File: src/rtl/txenc_pkg.sv
package txenc_pkg;

  typedef enum logic [2:0] {
    LC_NRZ  = 3'd0,
    LC_NRZI = 3'd1,
    LC_FM0  = 3'd2,
    LC_FM1  = 3'd3,
    LC_MAN  = 3'd4,
    LC_DMAN = 3'd5
  } line_code_e;

  typedef enum logic [1:0] {
    DIV_1X  = 2'd0,
    DIV_LO  = 2'd1,
    DIV_MID = 2'd2,
    DIV_HI  = 2'd3
  } div_sel_e;

endpackage

File: src/rtl/txenc_cfg_check.sv
module txenc_cfg_check
  import txenc_pkg::*;
(
  input  logic       clk,
  input  logic       rst,
  input  logic [1:0] div_sel,
  input  logic [2:0] code_raw,
  output line_code_e code_eff,
  output logic       cfg_err
);

  logic illegal;
  logic err_q;

  always_comb begin
    illegal  = 1'b0;
    code_eff = LC_NRZ;
    case (code_raw)
      3'd0: code_eff = LC_NRZ;
      3'd1: code_eff = LC_NRZI;
      3'd2, 3'd3, 3'd4, 3'd5: begin
        if (div_sel == DIV_1X) illegal = 1'b1;
        else                   code_eff = line_code_e'(code_raw);
      end
      default: illegal = 1'b1;
    endcase
  end

  always_ff @(posedge clk) begin
    if (rst) err_q <= 1'b0;
    else     err_q <= illegal;
  end

  assign cfg_err = err_q;


  illegal_flag_chk: assert property (@(posedge clk) disable iff (rst)
    ((div_sel == 2'd0 && code_raw >= 3'd2) || code_raw >= 3'd6) |=> cfg_err);


  legal_flag_chk: assert property (@(posedge clk) disable iff (rst)
    (code_raw <= 3'd1 || (div_sel != 2'd0 && code_raw <= 3'd5)) |=> !cfg_err);

endmodule

File: src/rtl/txenc_bit_timer.sv
module txenc_bit_timer
  import txenc_pkg::*;
#(
  parameter int RATE_LO  = 8,
  parameter int RATE_MID = 16,
  parameter int RATE_HI  = 32
) (
  input  logic       clk,
  input  logic       rst,
  input  logic [1:0] div_sel,
  output logic       bit_start,
  output logic       mid_pt,
  output logic       bit_req
);

  localparam int CNT_W = $clog2(RATE_HI + 1);

  logic [CNT_W-1:0] cnt_q;
  logic [CNT_W-1:0] cnt_nxt;
  logic [CNT_W-1:0] rate_n;
  logic [CNT_W-1:0] half_n;
  logic             req_q;
  logic             last;

  always_comb begin
    case (div_sel)
      DIV_LO:  rate_n = CNT_W'(RATE_LO);
      DIV_MID: rate_n = CNT_W'(RATE_MID);
      DIV_HI:  rate_n = CNT_W'(RATE_HI);
      default: rate_n = CNT_W'(1);
    endcase
  end

  assign half_n    = rate_n >> 1;
  assign last      = (cnt_q >= rate_n - CNT_W'(1));
  assign cnt_nxt   = last ? '0 : cnt_q + CNT_W'(1);
  assign bit_start = (cnt_q == '0);
  assign mid_pt    = (rate_n > CNT_W'(1)) && (cnt_q == half_n);

  always_ff @(posedge clk) begin
    if (rst) begin
      cnt_q <= '0;
      req_q <= 1'b1;
    end else begin
      cnt_q <= cnt_nxt;
      req_q <= (cnt_nxt == '0);
    end
  end

  assign bit_req = req_q;


  cnt_range_chk: assert property (@(posedge clk) disable iff (rst)
    $stable(div_sel) |-> (cnt_q < rate_n));


  req_single_chk: assert property (@(posedge clk) disable iff (rst)
    (bit_req && div_sel != 2'd0) |=> (!bit_req || div_sel != $past(div_sel)));

endmodule

File: src/rtl/txenc_shaper.sv
module txenc_shaper
  import txenc_pkg::*;
(
  input  logic       clk,
  input  logic       rst,
  input  line_code_e code_eff,
  input  logic       idle_enc,
  input  logic       bit_start,
  input  logic       mid_pt,
  input  logic       bit_in,
  input  logic       frame_active,
  output logic       txd
);

  logic line_q;
  logic mid_q;
  logic eff_bit;
  logic rest_high;
  logic bnd_lvl;
  logic mid_lvl;

  assign eff_bit   = frame_active ? bit_in : 1'b1;
  assign rest_high = !frame_active && !idle_enc;

  always_comb begin
    bnd_lvl = eff_bit;
    mid_lvl = eff_bit;
    case (code_eff)
      LC_NRZI: begin
        bnd_lvl = eff_bit ? line_q : ~line_q;
        mid_lvl = bnd_lvl;
      end
      LC_FM0: begin
        bnd_lvl = ~line_q;
        mid_lvl = eff_bit ? bnd_lvl : ~bnd_lvl;
      end
      LC_FM1: begin
        bnd_lvl = ~line_q;
        mid_lvl = eff_bit ? ~bnd_lvl : bnd_lvl;
      end
      LC_MAN: begin
        bnd_lvl = eff_bit;
        mid_lvl = ~eff_bit;
      end
      LC_DMAN: begin
        bnd_lvl = eff_bit ? line_q : ~line_q;
        mid_lvl = ~bnd_lvl;
      end
      default: begin
        bnd_lvl = eff_bit;
        mid_lvl = eff_bit;
      end
    endcase
    if (rest_high) begin
      bnd_lvl = 1'b1;
      mid_lvl = 1'b1;
    end
  end

  always_ff @(posedge clk) begin
    if (rst) begin
      line_q <= 1'b1;
      mid_q  <= 1'b1;
    end else if (bit_start) begin
      line_q <= bnd_lvl;
      mid_q  <= mid_lvl;
    end else if (mid_pt) begin
      line_q <= mid_q;
    end
  end

  assign txd = line_q;


  biphase_edge_chk: assert property (@(posedge clk) disable iff (rst)
    (bit_start && frame_active && (code_eff == LC_FM0 || code_eff == LC_FM1))
      |=> (txd != $past(txd)));


  man_first_half_chk: assert property (@(posedge clk) disable iff (rst)
    (bit_start && frame_active && code_eff == LC_MAN) |=> (txd == $past(bit_in)));


  idle_high_chk: assert property (@(posedge clk) disable iff (rst)
    (bit_start && !frame_active && !idle_enc) |=> txd);


  quiet_between_chk: assert property (@(posedge clk) disable iff (rst)
    (!bit_start && !mid_pt) |=> $stable(txd));

endmodule

File: src/rtl/txline_encoder.sv
module txline_encoder
  import txenc_pkg::*;
#(
  parameter int RATE_LO  = 8,
  parameter int RATE_MID = 16,
  parameter int RATE_HI  = 32
) (
  input  logic       clk,
  input  logic       rst,
  input  logic [1:0] div_sel,
  input  logic [2:0] line_code,
  input  logic       idle_enc,
  input  logic       bit_in,
  input  logic       frame_active,
  output logic       txd,
  output logic       bit_req,
  output logic       cfg_err
);

  line_code_e code_eff;
  logic       bit_start;
  logic       mid_pt;

  txenc_cfg_check u_cfg (
    .clk      (clk),
    .rst      (rst),
    .div_sel  (div_sel),
    .code_raw (line_code),
    .code_eff (code_eff),
    .cfg_err  (cfg_err)
  );

  txenc_bit_timer #(
    .RATE_LO  (RATE_LO),
    .RATE_MID (RATE_MID),
    .RATE_HI  (RATE_HI)
  ) u_timer (
    .clk       (clk),
    .rst       (rst),
    .div_sel   (div_sel),
    .bit_start (bit_start),
    .mid_pt    (mid_pt),
    .bit_req   (bit_req)
  );

  txenc_shaper u_shape (
    .clk          (clk),
    .rst          (rst),
    .code_eff     (code_eff),
    .idle_enc     (idle_enc),
    .bit_start    (bit_start),
    .mid_pt       (mid_pt),
    .bit_in       (bit_in),
    .frame_active (frame_active),
    .txd          (txd)
  );


  reset_line_chk: assert property (@(posedge clk) rst |=> (txd && bit_req && !cfg_err));

endmodule

File: config.mk
export PLATFORM = sky130hd
export DESIGN_NAME = txline_encoder
export DESIGN_NICKNAME = d
export VERILOG_FILES = /design/src/rtl/txenc_pkg.sv /design/src/rtl/txenc_cfg_check.sv /design/src/rtl/txenc_bit_timer.sv /design/src/rtl/txenc_shaper.sv /design/src/rtl/txline_encoder.sv
export SDC_FILE = /design/constraint.sdc
export NUM_CORES = 1
export LEC_CHECK = 0
export ABC_AREA = 1
export BUFFER_PORTS_ARGS = -buffer_cell sky130_fd_sc_hd__buf_2
export CORE_MARGIN = 1.5
export CORE_UTILIZATION = 55
export CTS_BUF_LIST = sky130_fd_sc_hd__clkbuf_4 sky130_fd_sc_hd__clkbuf_8 sky130_fd_sc_hd__clkbuf_16
export CTS_CLUSTER_SIZE = 16
export DETAILED_ROUTE_END_ITERATION = 6
export MAX_ROUTING_LAYER = met4
export PLACE_DENSITY = 0.9
export SLEW_MARGIN = 20
export SYNTH_ARGS = -nofsm -noshare
export SYNTH_HDL_FRONTEND = slang
export SYNTH_SLANG_ARGS = --single-unit
File: constraint.sdc
create_clock -name clk -period 1.8 [get_ports clk]
set_input_delay 0.36 -clock clk [delete_from_list [all_inputs] [get_ports clk]]
set_output_delay 0.36 -clock clk [all_outputs]
set_load 0.01 [all_outputs]
## Yosys cells after proc, flatten, opt, wreduce, memory -nomap -nowiden

Cells that the tools add are included.

| word-level totals | value |
|---|---|
| bits of input ports | 10 |
| output and inout port bits | 3 |
| word-level logic and storage cells | 55 |
| register bits | 10 |

| operators by class | value |
|---|---|
| add/subtract/negate cells | 2 |
| muxes and demuxes | 15 |
| $lt $le $gt $ge | 2 |
| reduce and logical (&&, ||, !) cells | 14 |
| bitwise gates (word level) | 3 |
| eq/ne operators | 14 |

Operator list:

| cell | number |
|---|---|
| 6-bit one-hot mux with 3 select lines | 1 |
| 3-bit by 2-bit equality test with 1-bit output, second input constant | 4 |
| 3-bit equality test, second input constant | 4 |
| 6-bit logical NOT | 2 |
| 1-bit two-way mux | 8 |
| 2-bit OR reduction | 4 |
| 6-bit by 1-bit adder with 6-bit output, second input constant | 1 |
| 3-bit by 1-bit equality test with 1-bit output, second input constant | 2 |
| 6-bit by 5-bit equality test with 1-bit output | 1 |
| 6-bit >= comparator | 1 |
| 6-bit by 1-bit greater-than comparator with 1-bit output, second input constant | 1 |
| 6-bit two-way mux | 1 |
| 3-bit one-hot mux with 2 select lines | 1 |
| 6-bit by 1-bit subtractor with 6-bit output, second input constant | 1 |
| 2-bit equality test, second input constant | 2 |
| 1-bit one-hot mux with 2 select lines | 2 |
| 1-bit one-hot mux with 4 select lines | 1 |
| 4-bit OR reduction | 1 |
| 3-bit logical NOT | 1 |
| 3-bit two-way mux | 1 |
| 1-bit inverter | 3 |
| 2-bit by 1-bit equality test with 1-bit output, second input constant | 1 |
| 1-bit logical AND | 2 |
| 1-bit logical NOT | 2 |
| other kinds (2) | 2 |

## Longest topological paths before layout

Gate-level depths: netlist of run 1.

| depth | value |
|---|---|
| word-level depth | 8 |
| depth in mapped cells | 12 |
| depth with buffers taken out | 12 |

## By module

A second synthesis of run 1 with hierarchy kept.

| unflattened totals | value |
|---|---|
| cells, all modules | 130 |
| area total of the unflattened synthesis | 837.1 sq um |

By module, submodules not included:

| module | sequential area each (sq um) | cells each | area each (sq um) | instances |
|---|---|---|---|---|
| txenc_bit_timer | 140.1 | 77 | 521.8 | 1 |
| txenc_shaper | 40.0 | 40 | 227.7 | 1 |
| txenc_cfg_check | 20.0 | 13 | 87.6 | 1 |

## Worst setup path after synthesis of run 1

Ideal clock, no wire load.

| timing path | value |
|---|---|
| kind | input-to-reg |
| from | input port div_sel[1] |
| to | register u_timer.req_q (netlist: u_timer.bit_req) |
| cell stages on the path | 11 |
| data arrival time | 1.408 ns |
| setup slack | 0.279 ns |
| buffers on the path | 0 |
| library setup time | 0.113 ns |
| required time | 1.687 ns |
| cell sequence | nor2_4 > inv_4 > ha_1 > nand2_1 > nor2_1 > nand2_1 > inv_1 > nor2_4 > o21ai_1 > nand3_1 > nand2_1 |

| on the way | value |
|---|---|
| cells in the longest elaborated chain, start to end | 6 |
| elaborated cells on any way between the ends | 8 |
| classes of those cells | add/sub (1); order compare (1); eq/ne (3); mux (2); reduce/logical (1) |

RTL lines:

| what | line | source |
|---|---|---|
| from (decl) | txline_encoder.sv:10 | `input logic [1:0] div_sel,` |
| 2-bit equality test / 2-bit by 1-bit equality test with 1-bit output (equally long branches) | txenc_bit_timer.sv:26 | `case (div_sel)` |
| 6-bit one-hot mux with 3 select lines (*) | txenc_bit_timer.sv:26 |  |
| 6-bit by 1-bit subtractor with 6-bit output (*) | txenc_bit_timer.sv:35 | `assign last = (cnt_q >= rate_n - CNT_W'(1));` |
| 6-bit >= comparator (*) | txenc_bit_timer.sv:35 |  |
| 6-bit two-way mux (*) | txenc_bit_timer.sv:36 | `assign cnt_nxt = last ? '0 : cnt_q + CNT_W'(1);` |
| 6-bit logical NOT (*) | txenc_bit_timer.sv:46 | `req_q <= (cnt_nxt == '0);` |
| to (signal assigned) | txenc_bit_timer.sv:46 |  |
| to (decl) | txenc_bit_timer.sv:22 | `logic req_q;` |

Every way passes the cells marked *; elsewhere a longest branch is shown, timed or not.
A chain may end at the register's enable or synchronous reset.

## Worst setup path after layout of run 1

| timing path | value |
|---|---|
| from | register u_timer.cnt_q[0] |
| to | register u_timer.req_q (netlist: u_timer.bit_req) |

| on the way | value |
|---|---|
| cells in the longest elaborated chain, start to end | 3 |
| elaborated cells on any way between the ends | 4 |
| classes of those cells | add/sub (1); order compare (1); mux (1); reduce/logical (1) |

RTL lines:

| what | line | source |
|---|---|---|
| from (decl) | txenc_bit_timer.sv:18 | `logic [CNT_W-1:0] cnt_q;` |
| from (signal assigned) | txenc_bit_timer.sv:45 | `cnt_q <= cnt_nxt;` |
| 6-bit by 1-bit adder with 6-bit output / 6-bit >= comparator (equally long branches) | txenc_bit_timer.sv:36, txenc_bit_timer.sv:35 |  |
| 6-bit two-way mux (*) | txenc_bit_timer.sv:36 |  |
| 6-bit logical NOT (*) | txenc_bit_timer.sv:46 |  |

Marks and branches as above.

==> results of run 1 <==
## layer usage
layer / vias to the layer above / track usage
met5: - / -
met4: 0 / 0.181
met3: 13 / 0.0431
met2: 25 / 0.440
met1: 404 / 0.225
li1: 475 / -
## power breakdown
| group | internal (W) | switching [W] |
|---|---|---|
| combinational | 0.0000880 | 0.000137 |
| sequential | 0.000245 | 0.0000161 |
| clock | 0.000123 | 0.0000870 |
| total | 0.000456 | 0.000240 |
## registers in the layout, indices dropped and copies added, names as in the netlist
name	cells
u_timer.cnt_q	6
u_cfg.cfg_err	1
u_timer.bit_req	1
u_shape.mid_q	1
u_shape.txd	1
## critical path: stages (launching register included)
cell and delay, ns:
dfxtp_1 0.42, inv_1 0.13, ha_1 0.31, nand2_1 0.06, nor2_1 0.04, nand2_1 0.07, inv_1 0.09, nor2_4 0.15
o21ai_1 0.08, nand3_1 0.09, nand2_1 0.05
## cells in the final DEF (no fill, tap or decap), types with 2 or more instances in the layout
master     n
nand2_1   38
inv_1     20
nor2_1    16
buf_2     12
dfxtp_1   10
nand3_1    9
ha_1       7
nand4_1    6
xor2_1     3
nand2_2    3
o21ai_1    3
nor4_1     3
clkbuf_4   3
buf_4      3
nor2_4     2
inv_2      2
o21ai_0    2
## synth_stat cells (all sizes together)
library cell   n
ha             7
o2111ai        1
buf            1
nand3         10
nand2         42
o21ai          6
a21boi         1
inv           23
dfxtp         10
nor4           3
nor2          19
or2            1
nor3           1
a21oi          1
nand4          6
a211oi         1
xor2           3
## worst max-delay path by stage
stage / start / to / slack (ns) / cells after the start
floorplan: div_sel[1] / u_timer.bit_req / 0.28 / 11
global placement: div_sel[1] / u_timer.bit_req / 0.11 / 11
detailed placement: div_sel[1] / u_timer.bit_req / 0.01 / 11
CTS: u_timer.cnt_q[0] / u_timer.bit_req / 0.18 / 10
global route: u_timer.cnt_q[0] / u_timer.bit_req / 0.03 / 10
finish: u_timer.cnt_q[0] / u_timer.bit_req / 0.18 / 10
## kinds of logic after synthesis
group / Yosys count / share of synthesized area
flops: 10 / 0.235
buf+inv: 24 / 0.109
fa+ha+maj: 7 / 0.103
xor+xnor: 3 / 0.0308
simple gates: 82 / 0.450
compound gates: 10 / 0.0733
## layout make-up
cell class	instances	area (sq um)
Clock buffer	4	36.3
Fill cell	125	483
Inverter	23	88.8
Multi-Input combinational cell	102	561
Sequential cell	10	200
Tap cell	16	20.0
Timing Repair Buffer	15	82.6
## metrics by stage
step | utilization | std cells | area (sq um)
floorplan | - | 136 | 853
global placement | 0.647 | 166 | 952
detailed placement | 0.647 | 166 | 952
CTS | 0.672 | 170 | 988
global route | 0.672 | 170 | 988
finish | 0.672 | 170 | 988
==> results.sh, run 1 <==
export IMPL_coreArea_sq_um=1470
export IMPL_holdWs_ns=0.374
export IMPL_cp_start_kind="flip-flop"
export IMPL_gp_congestion=0.891
export IMPL_grt_pass1_wl_microns=3240
export IMPL_r2r_end="u_timer.bit_req"
export IMPL_die_w_microns=42.4
export IMPL_rsz0062_at_grt="false"
export IMPL_ff2ff_setup_slack_ns=0.18
export IMPL_diodes=0
export IMPL_reg2reg_depth=10
export IMPL_initial_utilization=0.580
export IMPL_ys_types=26
export IMPL_min_path_cells=2
export IMPL_max_freq_ghz=0.618
export IMPL_cts_resized=0
export IMPL_area_growth_pct=15.8
export IMPL_hold_class="primary input to flip-flop"
export IMPL_highest_layer="met4"
export IMPL_clk_insertion_delay_late_ns=0.27
export IMPL_synth_seq_cells=10
export IMPL_seq_area_frac_synth=0.235
export IMPL_route_met2_wl_microns=955
export IMPL_cp_max_fo=6
export IMPL_numClockSinks=10
export IMPL_status="complete, no violations"
export IMPL_die_h_microns=42.4
export IMPL_maxCapViolations=0
export IMPL_max_slew_margin=0.805
export IMPL_leakage_nw=0.559
export IMPL_wl_per_cell_microns=11.4
export IMPL_required_ns=1.96
export IMPL_min_period_ns=1.62
export IMPL_worst_pin_slew_ns=0.292
export IMPL_hpwl_microns=1560
export IMPL_hold_buffers=0
export IMPL_io_buffers=12
export IMPL_hold_viol=0
export IMPL_yosysTopAreaCell="dfxtp_1"
export IMPL_cp_arrival_ns=1.78
export IMPL_netlist_top_cells_area="dfxtp_1 (23%), nand2_1 (17%), ha_1 (10%)"
export IMPL_tns_ns=0
export IMPL_cts_root_buf="clkbuf_4"
export IMPL_antenna_found_initial=0
export IMPL_postSynthAreaPerCell_sq_um=6.27
export IMPL_finalPower_w=0.000697
export IMPL_pre_cts_slack_ns=0.0146
export IMPL_power_density_nw_per_um2=705
export IMPL_nNetsFinal=172
export IMPL_drt_first_iter_violations=22
export IMPL_setup_viol=0
export IMPL_io_pins=13
export IMPL_routed_via_density=5.39
export IMPL_cts_buffers_inserted=3
export IMPL_worstHoldStart="rst"
export IMPL_clk_path_buf_depth=2
export IMPL_gr_usage_all_layers=0.244
export IMPL_synth_cells=136
export IMPL_finalCritPeriodShare=0.899
export IMPL_min_to="u_timer.cnt_q[4]"
export IMPL_drtPass1Iterations=4
export IMPL_rows=14
export IMPL_drt_antenna_violating_nets=0
export IMPL_die_area_sq_um=1800
export IMPL_wirelength_microns=1940
export IMPL_grt_overflow_total=0
export IMPL_drc_errors=0
export IMPL_m1WireLength_microns=803
export IMPL_grt_max_degree=9
export IMPL_crit_type="flip-flop to flip-flop"
export IMPL_syn_nets=153
export IMPL_finalClockSkew_ns=0.00546
export IMPL_ys_warn_count=0
export IMPL_ir_drop_v=0.000436
export IMPL_clk_pin_slew_ns=0.08
export IMPL_cts_setup_buffers=0
export IMPL_htree_levels=1
export IMPL_report_final_slew_viol_count=0
export IMPL_yosys_area_top_type_share=0.235
export IMPL_wl_met3_microns=88
export IMPL_first_global_vias=915
export IMPL_via_count=917
export IMPL_layout_setup_ws_ns=0.182
export IMPL_netlist_area_sq_um=853
export IMPL_drive_gt1_frac=0.208
export IMPL_cts_tree="done"
export IMPL_end_kind="flip-flop"
export IMPL_rr_startpoint="u_timer.cnt_q[0]"
Power figures use the tool's default switching activity.
==> run 2: changes to the inputs <==
==> constraint.sdc (replaced) <==
create_clock -name clk -period 1.9 [get_ports clk]
set_input_delay 0.38 -clock clk [delete_from_list [all_inputs] [get_ports clk]]
set_output_delay 0.38 -clock clk [all_outputs]
set_load 0.01 [all_outputs]
==> results.sh, run 2 (synthesis gave the netlist of run 1 again) <==
export IMPL_final_common_cell="nand2_1"
export IMPL_drive_gt1_frac=0.203
export IMPL_min_path_cells=2
export IMPL_drt_first_iter_violations=25
export IMPL_min_period_ns=1.58
export IMPL_cts_resized=0
export IMPL_drc_errors=0
export IMPL_end_kind="flip-flop"
export IMPL_cts_tree="done"
export IMPL_nNetsFinal=171
export IMPL_maxCapViolations=0
export IMPL_max_freq_ghz=0.631
export IMPL_cp_start_kind="flip-flop"
export IMPL_diodes=0
export IMPL_rr_startpoint="u_timer.cnt_q[0]"
export IMPL_tns_ns=0
export IMPL_die_h_microns=42.4
export IMPL_worst_pin_slew_ns=0.302
export IMPL_coreArea_sq_um=1470
export IMPL_htree_levels=1
export IMPL_crit_type="flip-flop to flip-flop"
export IMPL_clk_pin_slew_ns=0.07
export IMPL_initial_utilization=0.580
export IMPL_finalCritPeriodShare=0.834
export IMPL_cts_buffers_inserted=3
export IMPL_power_density_nw_per_um2=681
export IMPL_die_w_microns=42.4
export IMPL_grt_overflow_total=0
export IMPL_grt_pass1_wl_microns=3410
export IMPL_cts_setup_buffers=0
export IMPL_gp_congestion=0.872
export IMPL_n_fill_cell=129
export IMPL_numClockSinks=10
export IMPL_leakage_nw=0.553
export IMPL_area_growth_pct=15.0
export IMPL_layout_common_cells="nand2_1 (38), inv_1 (20), nor2_1 (16), buf_2 (12), dfxtp_1 (10)"
export IMPL_rows=14
export IMPL_hold_buffers=0
export IMPL_drt_antenna_violating_nets=0
export IMPL_via_count=897
export IMPL_die_area_sq_um=1800
export IMPL_required_ns=2.08
export IMPL_antenna_found_initial=0
export IMPL_wl_per_cell_microns=11.8
export IMPL_grt_max_degree=9
export IMPL_ir_drop_v=0.000436
export IMPL_first_global_vias=839
export IMPL_worstHoldStart="rst"
export IMPL_largest_reg_flops=6
export IMPL_setup_viol=0
export IMPL_clk_path_buf_depth=2
export IMPL_finalClockSkew_ns=0.00529
export IMPL_cts_root_buf="clkbuf_4"
export IMPL_routed_via_density=5.31
export IMPL_r2r_end="u_timer.bit_req"
export IMPL_rsz0062_at_grt="false"
export IMPL_hold_class="primary input to flip-flop"
export IMPL_top_register="u_timer.cnt_q"
export IMPL_report_final_slew_viol_count=0
export IMPL_clk_insertion_delay_late_ns=0.28
export IMPL_ff2ff_setup_slack_ns=0.32
export IMPL_dp_cells=165
export IMPL_wirelength_microns=1990
export IMPL_io_pins=13
export IMPL_drtPass1Iterations=4
export IMPL_hpwl_microns=1570
export IMPL_max_slew_margin=0.798
export IMPL_gr_usage_all_layers=0.261
export IMPL_min_to="u_timer.cnt_q[1]"
export IMPL_final_util=0.667
export IMPL_hold_viol=0
export IMPL_finalPower_w=0.000668
export IMPL_io_buffers=12
export IMPL_cp_max_fo=6
export IMPL_reg2reg_depth=10
export IMPL_final_cells=169
export IMPL_cp_arrival_ns=1.76
export IMPL_status="complete, no violations"
run 2: cell count changes in the layout (fill, tap and decap cells not counted):
cell,before,now
buf_4,3,2
run 2: power by group:
part / total [W] / switching [W] / internal (W)
clock: 0.000204 / 0.0000870 / 0.000117
combinational: 0.000216 / 0.000134 / 0.0000822
sequential: 0.000248 / 0.0000156 / 0.000233
total: 0.000668 / 0.000237 / 0.000431
run 2: area by class of cell:
class,count,area [sq um],area share
well taps,16,20.0,0.0204
flip-flops and latches,10,200,0.204
inverters,23,88.8,0.0906
repair buffers,14,75.1,0.0765
multi-input cells,102,561,0.571
clock buffers,4,36.3,0.0370
run 2: through the flow:
stage | setup slack, ns | instance area [sq um] | hold slack [ns]
after floorplan | 0.359 | 853 | 0.495
after global placement | 0.149 | 945 | 0.519
after detailed placement | 0.0886 | 945 | 0.536
after CTS | 0.336 | 981 | 0.376
after global routing | 0.171 | 981 | 0.394
final | 0.316 | 981 | 0.391
run 2: worst max path at each step:
| stage | start | endpoint | slack (ns) | cells past startpoint |
|---|---|---|---|---|
| final | u_timer.cnt_q[0] | u_timer.bit_req | 0.32 | 10 |
| after global routing | u_timer.cnt_q[0] | u_timer.bit_req | 0.17 | 10 |
| after CTS | u_timer.cnt_q[0] | u_timer.bit_req | 0.34 | 10 |
| after detailed placement | div_sel[1] | u_timer.bit_req | 0.09 | 12 |
| after global placement | div_sel[1] | u_timer.bit_req | 0.15 | 12 |
| after floorplan | div_sel[1] | u_timer.bit_req | 0.36 | 11 |
run 2: per-layer routing:
metal,vias to the layer above,global-route usage,wire [microns]
met2,21,0.455,1030
met5,-,-,0
met1,398,0.271,809
met4,0,0.156,64
li1,471,-,-
met3,7,0.0431,79
run 2: critical path, stage by stage, from the launching register on:
cell and delay [ns]:
dfxtp_1 0.42, inv_1 0.12, ha_1 0.30, nand2_1 0.06
nor2_1 0.04, nand2_1 0.07, inv_1 0.10, nor2_4 0.15
o21ai_1 0.08, nand3_1 0.09, nand2_1 0.05
==> run 3: changes to the inputs <==
==> constraint.sdc (replaced) <==
create_clock -name clk -period 1.5 [get_ports clk]
set_input_delay 0.3 -clock clk [delete_from_list [all_inputs] [get_ports clk]]
set_output_delay 0.3 -clock clk [all_outputs]
set_load 0.01 [all_outputs]
==> results.sh, run 3 (synthesis gave the netlist of run 1 again) <==
export IMPL_crit_type="primary input to flip-flop"
export IMPL_largest_reg_flops=6
export IMPL_cpMostUsedCell="nor2_4"
export IMPL_wl_per_cell_microns=12.4
export IMPL_grt_max_degree=9
export IMPL_hold_viol=0
export IMPL_max_freq_ghz=0.710
export IMPL_min_period_ns=1.41
export IMPL_drt_first_iter_violations=8
export IMPL_die_area_sq_um=1800
export IMPL_crit_family="simple AND/OR/NAND/NOR gates"
export IMPL_drive_gt1_frac=0.302
export IMPL_numClockSinks=10
export IMPL_io_pins=13
export IMPL_hpwl_microns=1700
export IMPL_cts_tree="done"
export IMPL_setup_viol=0
export IMPL_gr_usage_all_layers=0.249
export IMPL_cp_max_fo=5
export IMPL_intPower_w=0.000521
export IMPL_initial_utilization=0.580
export IMPL_power_frac_comb=0.392
export IMPL_startpoint="div_sel[0]"
export IMPL_clk_insertion_delay_late_ns=0.27
export IMPL_leakage_nw=0.586
export IMPL_routed_via_density=5.49
export IMPL_max_slew_margin=0.781
export IMPL_maxCapViolations=0
export IMPL_worst_pin_slew_ns=0.327
export IMPL_tns_ns=0
export IMPL_clk_pin_slew_ns=0.06
export IMPL_top_register="u_timer.cnt_q"
export IMPL_area_growth_pct=27.7
export IMPL_pre_cts_slack_ns=-0.199
export IMPL_required_ns=1.67
export IMPL_hold_class="primary input to flip-flop"
export IMPL_power_density_nw_per_um2=754
export IMPL_die_w_microns=42.4
export IMPL_cp_arrival_ns=1.57
export IMPL_wirelength_microns=2170
export IMPL_end_kind="flip-flop"
export IMPL_cp_start_kind="primary input"
export IMPL_layout_common_cells="nand2_1 (35), inv_1 (19), nor2_1 (15), buf_2 (11), buf_4 (10)"
export IMPL_finalCritPeriodShare=0.938
export IMPL_critPathSlowestCell="ha_4"
export IMPL_layout_setup_ws_ns=0.0923
export IMPL_worstHoldStart="rst"
export IMPL_report_final_slew_viol_count=0
export IMPL_p_switching_w=0.000300
export IMPL_antenna_found_initial=0
export IMPL_slowest_delay_ns=0.24
export IMPL_crit_chain="buf_4 > nor2_4 > ha_4 > nand2_4 > nor2_2 > nand2_2 > nand3_2 > nor2_4 > o21ai_1 > nand3_1 > nand2_1"
export IMPL_cts_buffers_inserted=3
export IMPL_drtPass1Iterations=4
export IMPL_grt_pass1_wl_microns=3280
export IMPL_rsz0062_at_grt="false"
export IMPL_clk_path_buf_depth=2
export IMPL_rr_startpoint="u_timer.cnt_q[0]"
export IMPL_diodes=0
export IMPL_grt_overflow_total=0
export IMPL_status="complete, no violations"
export IMPL_first_global_vias=856
export IMPL_rows=14
export IMPL_cts_root_buf="clkbuf_4"
export IMPL_drc_errors=0
export IMPL_coreArea_sq_um=1470
export IMPL_seqPwrFrac=0.379
export IMPL_die_h_microns=42.4
export IMPL_pwr_share_clk=0.229
export IMPL_final_common_cell="nand2_1"
export IMPL_nNetsFinal=178
export IMPL_ir_drop_v=0.000541
export IMPL_via_count=960
export IMPL_p_sw_frac=0.365
export IMPL_path_buf_inv=1
export IMPL_drt_antenna_violating_nets=0
export IMPL_io_buffers=12
export IMPL_htree_levels=1
export IMPL_finalClockSkew_ns=0.00233
export IMPL_gp_congestion=0.899
==> run 3: cell count changes in the layout (fill, tap and decap cells not counted), sizes merged <==
cell / change
clkbuf: -1
buf: +7
==> run 3: worst reg2reg max path: stages, from the launching register on <==
cell,delay [ns]
dfxtp_1,0.35
inv_2,0.06
ha_1,0.28
nand2_1,0.06
nor2_1,0.04
nand2_1,0.07
inv_1,0.09
nor2_4,0.13
o21ai_1,0.08
nand3_1,0.08
nand2_1,0.05
==> run 3: routing by layer <==
metal  track usage  up-vias  share of wire
met1         0.252      438           0.40
li1              -      486              -
met4        0.0750        0          0.035
met5             -        -              0
met2         0.489       28           0.52
met3        0.0259        8          0.044
==> run 3: repair_timing <==
item                                   4_1_cts  5_1_grt
setup endpoints to repair                    0        4
endpoints found under the hold margin        0        0
buffers inserted                             0        0
hold buffers                                 0        0
resized for setup                            0       13
==> run 3: stage by stage <==
step | cell area, sq um | hold slack [ns] | instances | total power, W | util
2_1_floorplan | 853 | 0.469 | 136 | 0.000509 | -
3_3_place_gp | 997 | 0.518 | 172 | 0.000592 | 0.678
3_5_place_dp | 997 | 0.552 | 172 | 0.000608 | 0.678
4_1_cts | 1020 | 0.298 | 175 | 0.000792 | 0.693
5_1_grt | 1090 | 0.303 | 175 | 0.000870 | 0.741
6_report | 1090 | 0.301 | 175 | 0.000821 | 0.741
==> run 3: area by class of cell <==
cell class | count | area, sq um
flip-flops and latches | 10 | 203
repair buffers | 21 | 130
inverters | 23 | 88.8
well taps | 16 | 20.0
clock buffers | 3 | 22.5
fillers | 121 | 382
multi-input cells | 102 | 626
==> run 3: path summary, 6_finish.rpt <==
| path | cells past startpoint | endpoint | slack, ns |
|---|---|---|---|
| max | 11 | u_timer.bit_req | 0.09 |
| min | 2 | u_timer.cnt_q[1] | 0.30 |
| max reg2reg | 10 | u_timer.bit_req | 0.10 |
| min reg2reg | 4 | u_shape.mid_q | 0.59 |
==> run 3: power groups by stage <==
stage          combinational [W]  clock [W]  sequential (W)
6_report                0.000322   0.000188        0.000311
5_1_grt                 0.000359   0.000197        0.000314
4_1_cts                 0.000296   0.000190        0.000306
3_5_place_dp            0.000295          0        0.000313
3_3_place_gp            0.000281          0        0.000311
2_1_floorplan           0.000182          0        0.000326
